### config.mk
export PLATFORM = sky130hd
export DESIGN_NAME = cc_line_inserter
export DESIGN_NICKNAME = d
export VERILOG_FILES = /design/src/rtl/cc_line_inserter.sv
export SDC_FILE = /design/constraint.sdc
export NUM_CORES = 1
export LEC_CHECK = 0
export ABC_AREA = 1
export BUFFER_PORTS_ARGS = -buffer_cell sky130_fd_sc_hd__buf_2
export CAP_MARGIN = 20
export CORE_ASPECT_RATIO = 0.5
export CORE_UTILIZATION = 60
export DETAILED_ROUTE_END_ITERATION = 10
export GPL_TIMING_DRIVEN = 1
export PLACE_DENSITY = 0.9
export SYNTH_ARGS = -nofsm -noshare
export SYNTH_HDL_FRONTEND = slang
export SYNTH_SLANG_ARGS = --single-unit
export TNS_END_PERCENT = 20
### constraint.sdc
create_clock -name clk -period 3.1 [get_ports clk]
set_input_delay 0.465 -clock clk [delete_from_list [all_inputs] [get_ports clk]]
set_output_delay 0.465 -clock clk [all_outputs]
set_load 0.05 [all_outputs]
### src/rtl/cc_line_inserter.sv
`timescale 1ns/1ps
module cc_line_inserter #(
  parameter int LINE_W    = 10,
  parameter int PIX_W     = 11,
  parameter int LINE_A    = 21,
  parameter int LINE_B    = 284,
  parameter int START_PIX = 260,
  parameter int BIT_INC   = 32,
  parameter int BIT_MOD   = 858
) (
  input  logic              clk,
  input  logic              rst_n,
  input  logic              wr_en,
  input  logic [1:0]        wr_sel,
  input  logic [6:0]        wr_data,
  input  logic              vsync,
  input  logic [LINE_W-1:0] line_num,
  input  logic [PIX_W-1:0]  pix_pos,
  input  logic [1:0]        cc_mode,
  input  logic              clr_en,
  output logic              cc_gate,
  output logic              cc_hi
);
  localparam int ACC_W = $clog2(BIT_MOD + BIT_INC) + 1;
  localparam int LAST  = 32;
  localparam logic [ACC_W-1:0] INC_V = ACC_W'(BIT_INC);
  localparam logic [ACC_W-1:0] MOD_V = ACC_W'(BIT_MOD);

  logic [3:0][6:0] s1, s2;
  logic            vs_q;
  logic            active, sel_b;
  logic [5:0]      slot;
  logic [ACC_W-1:0] acc;

  wire vs_rise = vsync & ~vs_q;
  wire hit_a   = (line_num == LINE_W'(LINE_A)) & cc_mode[0];
  wire hit_b   = (line_num == LINE_W'(LINE_B)) & cc_mode[1];
  wire start   = ~active & (pix_pos == PIX_W'(START_PIX)) & (hit_a | hit_b);
  wire [ACC_W-1:0] acc_sum = acc + INC_V;
  wire wrap    = acc_sum >= MOD_V;

  always_ff @(posedge clk or negedge rst_n) begin
    if (!rst_n) begin
      s1   <= '0;
      s2   <= '0;
      vs_q <= 1'b0;
    end else begin
      vs_q <= vsync;
      if (vs_rise) begin
        s2 <= s1;
        if (clr_en) s1 <= '0;
      end
      if (wr_en) s1[wr_sel] <= wr_data;
    end
  end

  always_ff @(posedge clk or negedge rst_n) begin
    if (!rst_n) begin
      active <= 1'b0;
      sel_b  <= 1'b0;
      slot   <= '0;
      acc    <= '0;
    end else if (start) begin
      active <= 1'b1;
      sel_b  <= ~hit_a;
      slot   <= '0;
      acc    <= '0;
    end else if (active) begin
      acc <= wrap ? acc_sum - MOD_V : acc_sum;
      if (wrap) begin
        if (slot == 6'(LAST)) active <= 1'b0;
        else                  slot   <= slot + 6'd1;
      end
    end
  end

  wire [6:0]  ch1   = sel_b ? s2[2] : s2[0];
  wire [6:0]  ch2   = sel_b ? s2[3] : s2[1];
  wire [32:0] frame = {~^ch2, ch2, ~^ch1, ch1, 3'b100, 14'h1555};

  assign cc_gate = active;
  assign cc_hi   = active & frame[slot];
endmodule


==> qor.csv, run 1 <==
metric,value,unit
Die Wd,118,um
worst hold stages,1,
worst r2r path cells,12,
antenna-violating nets left,0,
Top Family by Delay on Critical Path,buffers and inverters,
clk root buf,clkbuf_16,
total iterations of the first detailed-routing run,5,
clock buffer depth,2,
Total Wirelength,8.82,mm
Crit Path Max Fanout,15,
Core Rows,20,
RD Place Congestion,0.894,
TritonCTS clock tree,yes,
# IOs,39,
# nets final,602,
ant diodes,0,
core area,6280,um^2
Worst Max-Slew Pin Slew,0.942,ns
port bufs,38,
syn_nets,567,
Levels on crit path,9,
TNS Setup,0,ns
total CTS buffers,9,
largest net degree at the start of global routing,76,
Setup Skew,0.00517,ns
Startpoint Class,flop,
sequential area share after synthesis,0.464,
Max Cap Violations,0,
crit path capture type,primary output,
Die H,60.0,um
clock transition at the registers of the reported paths,0.06,ns
setup bufs post-CTS,0,
initial antenna violation count,0,
Lkg Pwr,2.29,nW
Initial Util,0.643,
Worst slew margin,0.372,
final hold viol count,0,
Synth Instances,524,
Die Area,7090,um^2
global-route wire length before repair,15.5,mm
synthesized cell area,4040,um^2
hpwl dp,5.92,mm
H-tree Lvls,3,
vias in the first global route,3348,
slowest stage cell on the critical path,dfrtp_2,
number of flops mapped to enable cells by yosys,0,
crit-path cells,"buf_4, nand2_1, nand2_1, xor2_1, xor2_1, xnor2_1, nand3b_1, a21oi_1, buf_2",
vias per inst,5.46,
initial DRC count,229,
post-layout min period,2.85,ns
grt ovf,0,
fraction of layout cells with a size suffix above 1,0.147,
Mean Syn Cell Area,7.71,um^2
clock sink total,75,
Crit path largest cell delay,0.47,ns
"Buf+Inv Stages, Crit Path",2,
"Core Util, Final",0.731,
synth unique cells,37,
fin crit share,0.918,
max-slew violations,0,
hold_buf cts,0,
post_cts resized,0,
Layout area overhead,13.6,%
synthesized flop and latch total,75,
Post-synth ARST share,1.00,
WHS,0.236,ns
Residual DRC,0,
WL per Instance,13.5,um
Max Fclk,351,MHz
RSZ-0062 raised after global routing,no,
worst path arrival time,2.38,ns
Worst Path Required,2.63,ns
routed via count,3557,
hold crit path type,in -> reg,
maximum vdd drop,0.503,mV
warnings from Yosys,0,
gr usage total,0.285,
power density cells,547,nW/um^2
Final Setup Violations,0,
Worst-Skew Late Latency,0.34,ns
status,"complete, no violations",
kind of critical path,reg -> out,
main flop type after synthesis,dfrtp_1,
cells in the final DEF (no fill, tap or decap), types with 2 or more instances in the layout:
| master | n |
|---|---|
| clkinv_2 | 2 |
| nor3_1 | 4 |
| nand4_1 | 5 |
| nand3_1 | 50 |
| buf_2 | 38 |
| dfrtp_1 | 74 |
| nand2_2 | 7 |
| nand2_1 | 181 |
| o21a_1 | 2 |
| a21oi_1 | 8 |
| xor2_1 | 4 |
| buf_4 | 3 |
| o22ai_1 | 3 |
| clkbuf_16 | 9 |
| nor2_1 | 10 |
| ha_1 | 6 |
| o21ai_2 | 6 |
| xnor2_1 | 6 |
| o2111ai_1 | 3 |
| inv_4 | 2 |
| inv_1 | 56 |
| nor4_1 | 4 |
| o21ai_0 | 58 |
| xor2_2 | 3 |
| clkinv_4 | 2 |
| nor3b_1 | 2 |
| inv_6 | 2 |
sequential cells by signal, indices dropped and copies added (netlist names):
register and cells:
slot 6, acc 10, cc_gate 1, s2 28, vs_q 1, s1 28
sel_b 1
layout make-up:
class	count	area [um^2]
clock buffer	9	225
clock inverter	7	75.1
fill	450	1690
inverter	58	223
multi-input combinational	374	1870
sequential	75	1880
tap	88	110
timing repair buffer	41	213
metrics by stage:
step	area [um^2]	std cells	setup slack, ns	power, mW
floorplan	4040	524	0.431	1.36
global placement	4290	636	0.668	1.45
detailed placement	4290	636	0.596	1.47
CTS	4590	652	0.222	2.53
global route	4590	652	0.0118	2.63
finish	4590	652	0.253	2.51
cells in the mapped netlist, types with 2 or more instances:
| cell | count | area share |
|---|---|---|
| nand2_1 | 181 | 0.17 |
| dfrtp_1 | 75 | 0.46 |
| o21ai_0 | 58 | 0.072 |
| inv_1 | 56 | 0.052 |
| nand3_1 | 50 | 0.062 |
| clkbuf_1 | 12 | 0.011 |
| nor2_1 | 11 | 0.010 |
| a21oi_1 | 8 | 0.0099 |
| nand2_2 | 7 | 0.011 |
| ha_1 | 6 | 0.019 |
| o21ai_2 | 6 | 0.013 |
| xnor2_1 | 6 | 0.013 |
| nand4_1 | 5 | 0.0077 |
| nor3_1 | 4 | 0.0050 |
| nor4_1 | 4 | 0.0062 |
| xor2_1 | 4 | 0.0087 |
| o2111ai_1 | 3 | 0.0065 |
| o22ai_1 | 3 | 0.0046 |
| xor2_2 | 3 | 0.012 |
| buf_2 | 2 | 0.0025 |
| buf_4 | 2 | 0.0037 |
| nor3b_1 | 2 | 0.0037 |
| o21a_1 | 2 | 0.0037 |
path summary, 6_finish.rpt:
kind | from | endpoint | slack, ns
worst max register to register | acc[5] | slot[5] | 0.76
worst min register to register | s1[27] | s2[27] | 0.49
worst max-delay path | sel_b | cc_hi | 0.25
max in group asynchronous | rst_n | sel_b | 2.10
worst min-delay path | vsync | vs_q | 0.24
min in group asynchronous | rst_n | acc[5] | 0.34
cells by family after synthesis:
logic type      Yosys count  synth area share
flops                    75             0.464
xor+xnor                 13            0.0337
simple gates            271             0.289
buf+inv                  75            0.0746
compound gates           83             0.117
fa+ha+maj                 6            0.0186
mux                       1           0.00279
power breakdown:
group	internal (mW)	switching, mW	total [mW]
clock	0.628	0.419	1.05
sequential	1.08	0.0614	1.14
combinational	0.125	0.201	0.326
per-layer routing:
| layer | up-vias | routed length (um) | part of all wire | GRT usage |
|---|---|---|---|---|
| met5 | - | 0 | 0 | 0 |
| met4 | 0 | 155 | 0.018 | 0.119 |
| met3 | 18 | 498 | 0.056 | 0.0716 |
| met2 | 115 | 4090 | 0.46 | 0.476 |
| met1 | 1659 | 4080 | 0.46 | 0.366 |
| li1 | 1765 | - | - | - |
(Power assumes the default switching activity.)
==> run 2, diff against run 1 <==
--- a/config.mk
+++ b/config.mk
@@ -8,7 +8,7 @@
 export ABC_AREA = 1
 export BUFFER_PORTS_ARGS = -buffer_cell sky130_fd_sc_hd__buf_2
 export CAP_MARGIN = 20
-export CORE_ASPECT_RATIO = 0.5
+export CORE_MARGIN = 1.5
 export CORE_UTILIZATION = 60
 export DETAILED_ROUTE_END_ITERATION = 10
 export GPL_TIMING_DRIVEN = 1
==> run 2 against run 1 <==
  * Total power down 10%
  * Clock power shrank 24%
  * Sequential share of layout area up 0.77 points
  * Maximum frequency increased by 2.0%
  * Worst setup slack improved by 0.057 ns
  * Combinational power hardly changed
  * Clock-buffer cell count increased by 1
  * Wire length down 1.9%
  * Highest routed layer unchanged
==> qor.csv, run 2 (synthesized netlist as in run 1, its figures left out) <==
metric,value,unit,change
status,"complete, no violations",,unchanged
Sw Ratio,0.288,,was 0.271
ant diodes,0,,unchanged
Crit Path Max Fanout,18,,was 15
fin crit share,0.900,,was 0.918
kind of critical path,reg -> out,,unchanged
hold_buf cts,1,,was 0
TritonCTS clock tree,yes,,unchanged
post-layout min period,2.79,ns,was 2.85 ns
Die Wd,85.1,um,was 118 um
Lkg Pwr,2.26,nW,was 2.29 nW
Clock Power Share,0.353,,was 0.417
crit path capture type,primary output,,unchanged
Setup Skew,0.00755,ns,was 0.00517 ns
Comb pwr share,0.144,,was 0.130
clk root buf,clkbuf_8,,was clkbuf_16
core area,6420,um^2,was 6280 um^2
H-tree Lvls,3,,unchanged
power density cells,501,nW/um^2,was 547 nW/um^2
setup bufs post-CTS,0,,unchanged
clock sink total,75,,unchanged
slowest stage cell on the critical path,dfrtp_1,,was dfrtp_2
Top Family by Delay on Critical Path,simple AND/OR/NAND/NOR gates,,was buffers and inverters
WHS,0.233,ns,was 0.236 ns
Final Setup Violations,0,,unchanged
Residual DRC,0,,unchanged
final hold viol count,0,,unchanged
Tot Pwr,2.25,mW,was 2.51 mW
vias in the first global route,3515,,"was 3,348"
fin cells,642,,was 652
routed via count,3581,,"was 3,557"
# IOs,39,,unchanged
# fillers,504,,was 450
hold crit path type,in -> reg,,unchanged
hpwl dp,6.30,mm,was 5.92 mm
RD Place Congestion,0.886,,was 0.894
Die Area,7240,um^2,was 7090 um^2
largest registers,"s1: 28 flops, s2: 28 flops, acc: 10 flops",,unchanged
Reg power frac,0.503,,was 0.454
Worst Path Required,2.63,ns,about the same
max-slew violations,0,,unchanged
initial DRC count,207,,was 229
Core Rows,29,,was 20
Crit path largest cell delay,0.46,ns,was 0.47 ns
Worst Max-Slew Pin Slew,0.831,ns,was 0.942 ns
gr usage total,0.269,,was 0.285
reported net switching power,0.649,mW,was 0.681 mW
Startpoint Class,flop,,unchanged
initial antenna violation count,0,,unchanged
Total Wirelength,8.66,mm,was 8.82 mm
global-route wire length before repair,15.6,mm,was 15.5 mm
Layout area overhead,11.4,%,was 13.6%
Finished Cell Area,4500,um^2,was 4590 um^2
Inst Count DP,625,,was 636
vias per inst,5.58,,was 5.46
most frequent cells in the layout,"nand2_1, dfrtp_1, o21ai_0",,unchanged
CP most frequent cell,nand2_1,,
DP Area,4280,um^2,was 4290 um^2
# nets final,603,,was 602
RSZ-0062 raised after global routing,no,,unchanged
Max Fclk,358,MHz,was 351 MHz
grt ovf,0,,unchanged
clock transition at the registers of the reported paths,0.08,ns,was 0.06 ns
internal power,1.61,mW,was 1.83 mW
setup ws final,0.311,ns,was 0.253 ns
Initial Util,0.629,,was 0.643
total CTS buffers,9,,unchanged
WL per Instance,13.5,um,about the same
Worst-Skew Late Latency,0.35,ns,was 0.34 ns
"Buf+Inv Stages, Crit Path",2,,unchanged
TNS Setup,0,ns,unchanged
total iterations of the first detailed-routing run,5,,unchanged
Max Cap Violations,0,,unchanged
Worst slew margin,0.444,,was 0.372
crit-path cells,"inv_2, nand2_1, nand2_1, nand2_1, nand2_1, nand2_1, nand2_1, nand2_1, nand3_1, nand2_1, nand2_1, nand2_1, nand2_1, nand2_1, a21oi_1, buf_2",,"was buf_4, nand2_1, nand2_1, xor2_1, xor2_1, xnor2_1, nand3b_1, a21oi_1, buf_2"
largest net degree at the start of global routing,66,,was 76
post_cts resized,0,,unchanged
clock buffer depth,2,,unchanged
worst path arrival time,2.32,ns,was 2.38 ns
Die H,85.1,um,was 60.0 um
"Core Util, Final",0.701,,was 0.731
dpl ws,0.719,ns,was 0.596 ns
fraction of layout cells with a size suffix above 1,0.145,,was 0.147
"most common cell after layout, fill and taps aside",nand2_1,,unchanged
maximum vdd drop,0.463,mV,was 0.503 mV
antenna-violating nets left,0,,unchanged
port bufs,38,,unchanged
==> run 2: power groups by stage <==
stage          Clock [mW]  Combinational (mW)  Sequential (mW)
6_report            0.795               0.325             1.13
5_1_grt             0.844               0.380             1.15
4_1_cts             0.800               0.326             1.13
3_5_place_dp            0               0.322             1.15
3_3_place_gp            0               0.306             1.15
2_1_floorplan           0               0.229             1.13
==> run 2: final cells by class <==
type                            instances  area [um^2]  share of cell area
Clock inverter                          6         70.1              0.0156
Inverter                               58          220              0.0489
Clock buffer                           10          138              0.0306
Timing Repair Buffer                   42          235              0.0523
Tap cell                               77         96.3              0.0214
Multi-Input combinational cell        374         1870               0.414
Sequential cell                        75         1880               0.417
==> run 2: worst paths after layout <==
| path | from | to | slack [ns] | cells past startpoint |
|---|---|---|---|---|
| min in group asynchronous | rst_n | acc[5] | 0.52 | 2 |
| setup / recovery | sel_b | cc_hi | 0.31 | 16 |
| setup reg to reg | acc[5] | slot[5] | 0.74 | 12 |
| hold reg to reg | s1[25] | s2[25] | 0.48 | 2 |
| hold / removal | vsync | vs_q | 0.23 | 1 |
| max in group asynchronous | rst_n | s1[25] | 1.95 | 3 |
==> run 2: layer usage <==
metal	wire length (um)	share of wire	GRT usage
met1	3820	0.44	0.340
met5	0	0	0
met4	225	0.026	0.107
met2	4310	0.50	0.462
met3	299	0.035	0.0457
==> run 3, diff against run 2 <==
--- a/config.mk
+++ b/config.mk
@@ -9,10 +9,10 @@
 export BUFFER_PORTS_ARGS = -buffer_cell sky130_fd_sc_hd__buf_2
 export CAP_MARGIN = 20
 export CORE_MARGIN = 1.5
-export CORE_UTILIZATION = 60
+export CORE_UTILIZATION = 39
 export DETAILED_ROUTE_END_ITERATION = 10
 export GPL_TIMING_DRIVEN = 1
-export PLACE_DENSITY = 0.9
+export PLACE_DENSITY = 0.65
 export SYNTH_ARGS = -nofsm -noshare
 export SYNTH_HDL_FRONTEND = slang
 export SYNTH_SLANG_ARGS = --single-unit
==> run 3 against run 2 <==
  * Worst setup slack lost 0.058 ns
  * Non-clock buffer count unchanged
  * Worst hold slack got worse by 0.20 ns
  * Flip-flop and latch count did not move
  * Core utilization decreased by 24 points
  * Critical path type unchanged
  * Final area grew 0.69%
  * Largest cell class unchanged
==> qor.csv, run 3 (synthesized netlist as in run 1, its figures left out) <==
metric,value,unit,change
hpwl dp,6.37,mm,was 6.30 mm
vias per inst,4.87,,was 5.58
post-layout min period,2.85,ns,was 2.79 ns
ant diodes,0,,unchanged
Core Rows,36,,was 29
Initial Util,0.408,,was 0.629
clock sink total,75,,unchanged
Clock Power Share,0.330,,was 0.353
clock transition at the registers of the reported paths,0.09,ns,was 0.08 ns
largest registers,"s1: 28 flops, s2: 28 flops, acc: 10 flops",,unchanged
clk root buf,clkbuf_8,,unchanged
gr usage total,0.174,,was 0.269
global-route wire length before repair,15.6,mm,about the same
internal power,1.51,mW,was 1.61 mW
worst path arrival time,2.38,ns,was 2.32 ns
Total Wirelength,8.66,mm,about the same
initial DRC count,169,,was 207
Setup Skew,0.00981,ns,was 0.00755 ns
core area,9910,um^2,was 6420 um^2
Die Area,11000,um^2,was 7240 um^2
total iterations of the first detailed-routing run,5,,unchanged
TritonCTS clock tree,yes,,unchanged
clock buffer depth,2,,unchanged
hold_buf cts,0,,was 1
"most common cell after layout, fill and taps aside",nand2_1,,unchanged
Max Cap Violations,0,,unchanged
# IOs,39,,unchanged
hold crit path type,in -> async,,was in -> reg
Startpoint Class,flop,,unchanged
Layout area overhead,12.2,%,was 11.4%
kind of critical path,reg -> out,,unchanged
# fillers,988,,was 504
antenna-violating nets left,0,,unchanged
WHS,0.0346,ns,was 0.233 ns
grt ovf,0,,unchanged
vias in the first global route,3366,,"was 3,515"
fin crit share,0.918,,was 0.900
reported net switching power,0.668,mW,was 0.649 mW
fraction of layout cells with a size suffix above 1,0.147,,was 0.145
Lkg Pwr,2.24,nW,was 2.26 nW
RD Place Congestion,0.821,,was 0.886
Worst Path Required,2.63,ns,about the same
H-tree Lvls,3,,unchanged
Comb pwr share,0.148,,was 0.144
routed via count,3402,,"was 3,581"
post_cts resized,0,,unchanged
Tot Pwr,2.17,mW,was 2.25 mW
max-slew violations,0,,unchanged
Final Setup Violations,0,,unchanged
Worst-Skew Late Latency,0.36,ns,was 0.35 ns
TNS Setup,0,ns,unchanged
power density cells,479,nW/um^2,was 501 nW/um^2
Residual DRC,0,,unchanged
most frequent cells in the layout,"nand2_1, dfrtp_1, o21ai_0",,unchanged
Max Fclk,351,MHz,was 358 MHz
Reg power frac,0.522,,was 0.503
Die Wd,105,um,was 85.1 um
Crit Path Max Fanout,18,,unchanged
largest net degree at the start of global routing,43,,was 66
Die H,105,um,was 85.1 um
WL per Instance,12.4,um,was 13.5 um
Worst Max-Slew Pin Slew,0.848,ns,was 0.831 ns
Reg2Reg Setup Slack,0.74,ns,about the same
initial antenna violation count,0,,unchanged
Worst slew margin,0.434,,was 0.444
status,"complete, no violations",,unchanged
final hold viol count,0,,unchanged
total CTS buffers,9,,unchanged
RSZ-0062 raised after global routing,no,,unchanged
maximum vdd drop,0.266,mV,was 0.463 mV
Sw Ratio,0.307,,was 0.288
setup bufs post-CTS,0,,unchanged
crit path capture type,primary output,,unchanged
port bufs,38,,unchanged
# nets final,603,,unchanged
-- run 3: cell types whose count changed in the layout (fill, tap and decap cells not counted) --
cell	previous run	this run
inv_6	3	1
dlygate4sd3_1	1	0
clkbuf_8	10	9
bufinv_16	1	0
clkinvlp_4	0	2
buf_4	2	4
inv_8	0	2
buf_12	1	0
-- run 3: area by class of cell --
type | count | area (um^2) | area share
clock buffers | 9 | 124 | 0.0273
clock inverters | 7 | 60.1 | 0.0132
inverters | 58 | 220 | 0.0486
multi-input cells | 374 | 1870 | 0.412
flip-flops and latches | 75 | 1880 | 0.414
well taps | 133 | 166 | 0.0367
repair buffers | 42 | 220 | 0.0486
-- run 3: final timing paths --
path                       cells after the start       to  startpoint
max in group asynchronous                      2   s1[17]       rst_n
setup / recovery                              16    cc_hi       sel_b
min in group clk                               1     vs_q       vsync
setup reg to reg                              12  slot[5]      acc[5]
hold / removal                                 1  acc[10]       rst_n
hold reg to reg                                2    s2[5]       s1[5]
-- run 3: metrics by stage --
step / setup slack, ns / cell area, um^2 / util / std cells
floorplan: 0.431 / 4040 / - / 524
global placement: 0.695 / 4350 / 0.439 / 682
detailed placement: 0.686 / 4350 / 0.439 / 682
CTS: 0.279 / 4530 / 0.457 / 698
global route: 0.00674 / 4530 / 0.457 / 698
finish: 0.253 / 4530 / 0.457 / 698
-- run 3: metal layers --
layer	GRT usage	routed length, um	vias up
met5	0	0	-
met1	0.235	4150	1560
met3	0.0356	349	11
met4	0.0577	116	0
li1	-	-	1757
met2	0.279	4040	74
-- run 3: power by group through the flow --
stage | Clock, mW | Sequential, mW | Combinational (mW)
after global placement | 0 | 1.15 | 0.312
final | 0.717 | 1.13 | 0.322
after floorplan | 0 | 1.13 | 0.229
after CTS | 0.733 | 1.13 | 0.325
after detailed placement | 0 | 1.15 | 0.323
after global routing | 0.784 | 1.15 | 0.380
-- run 3: critical path, stage by stage (launching register included) --
cell and delay, ns:
dfrtp_1 0.47, inv_2 0.25, nand2_1 0.08, nand2_1 0.12, nand2_1 0.07, nand2_1 0.09, nand2_1 0.06, nand2_1 0.05
nand2_1 0.05, nand3_1 0.07, nand2_1 0.05, nand2_1 0.06, nand2_1 0.05, nand2_1 0.06, nand2_1 0.04, a21oi_1 0.15
buf_2 0.29
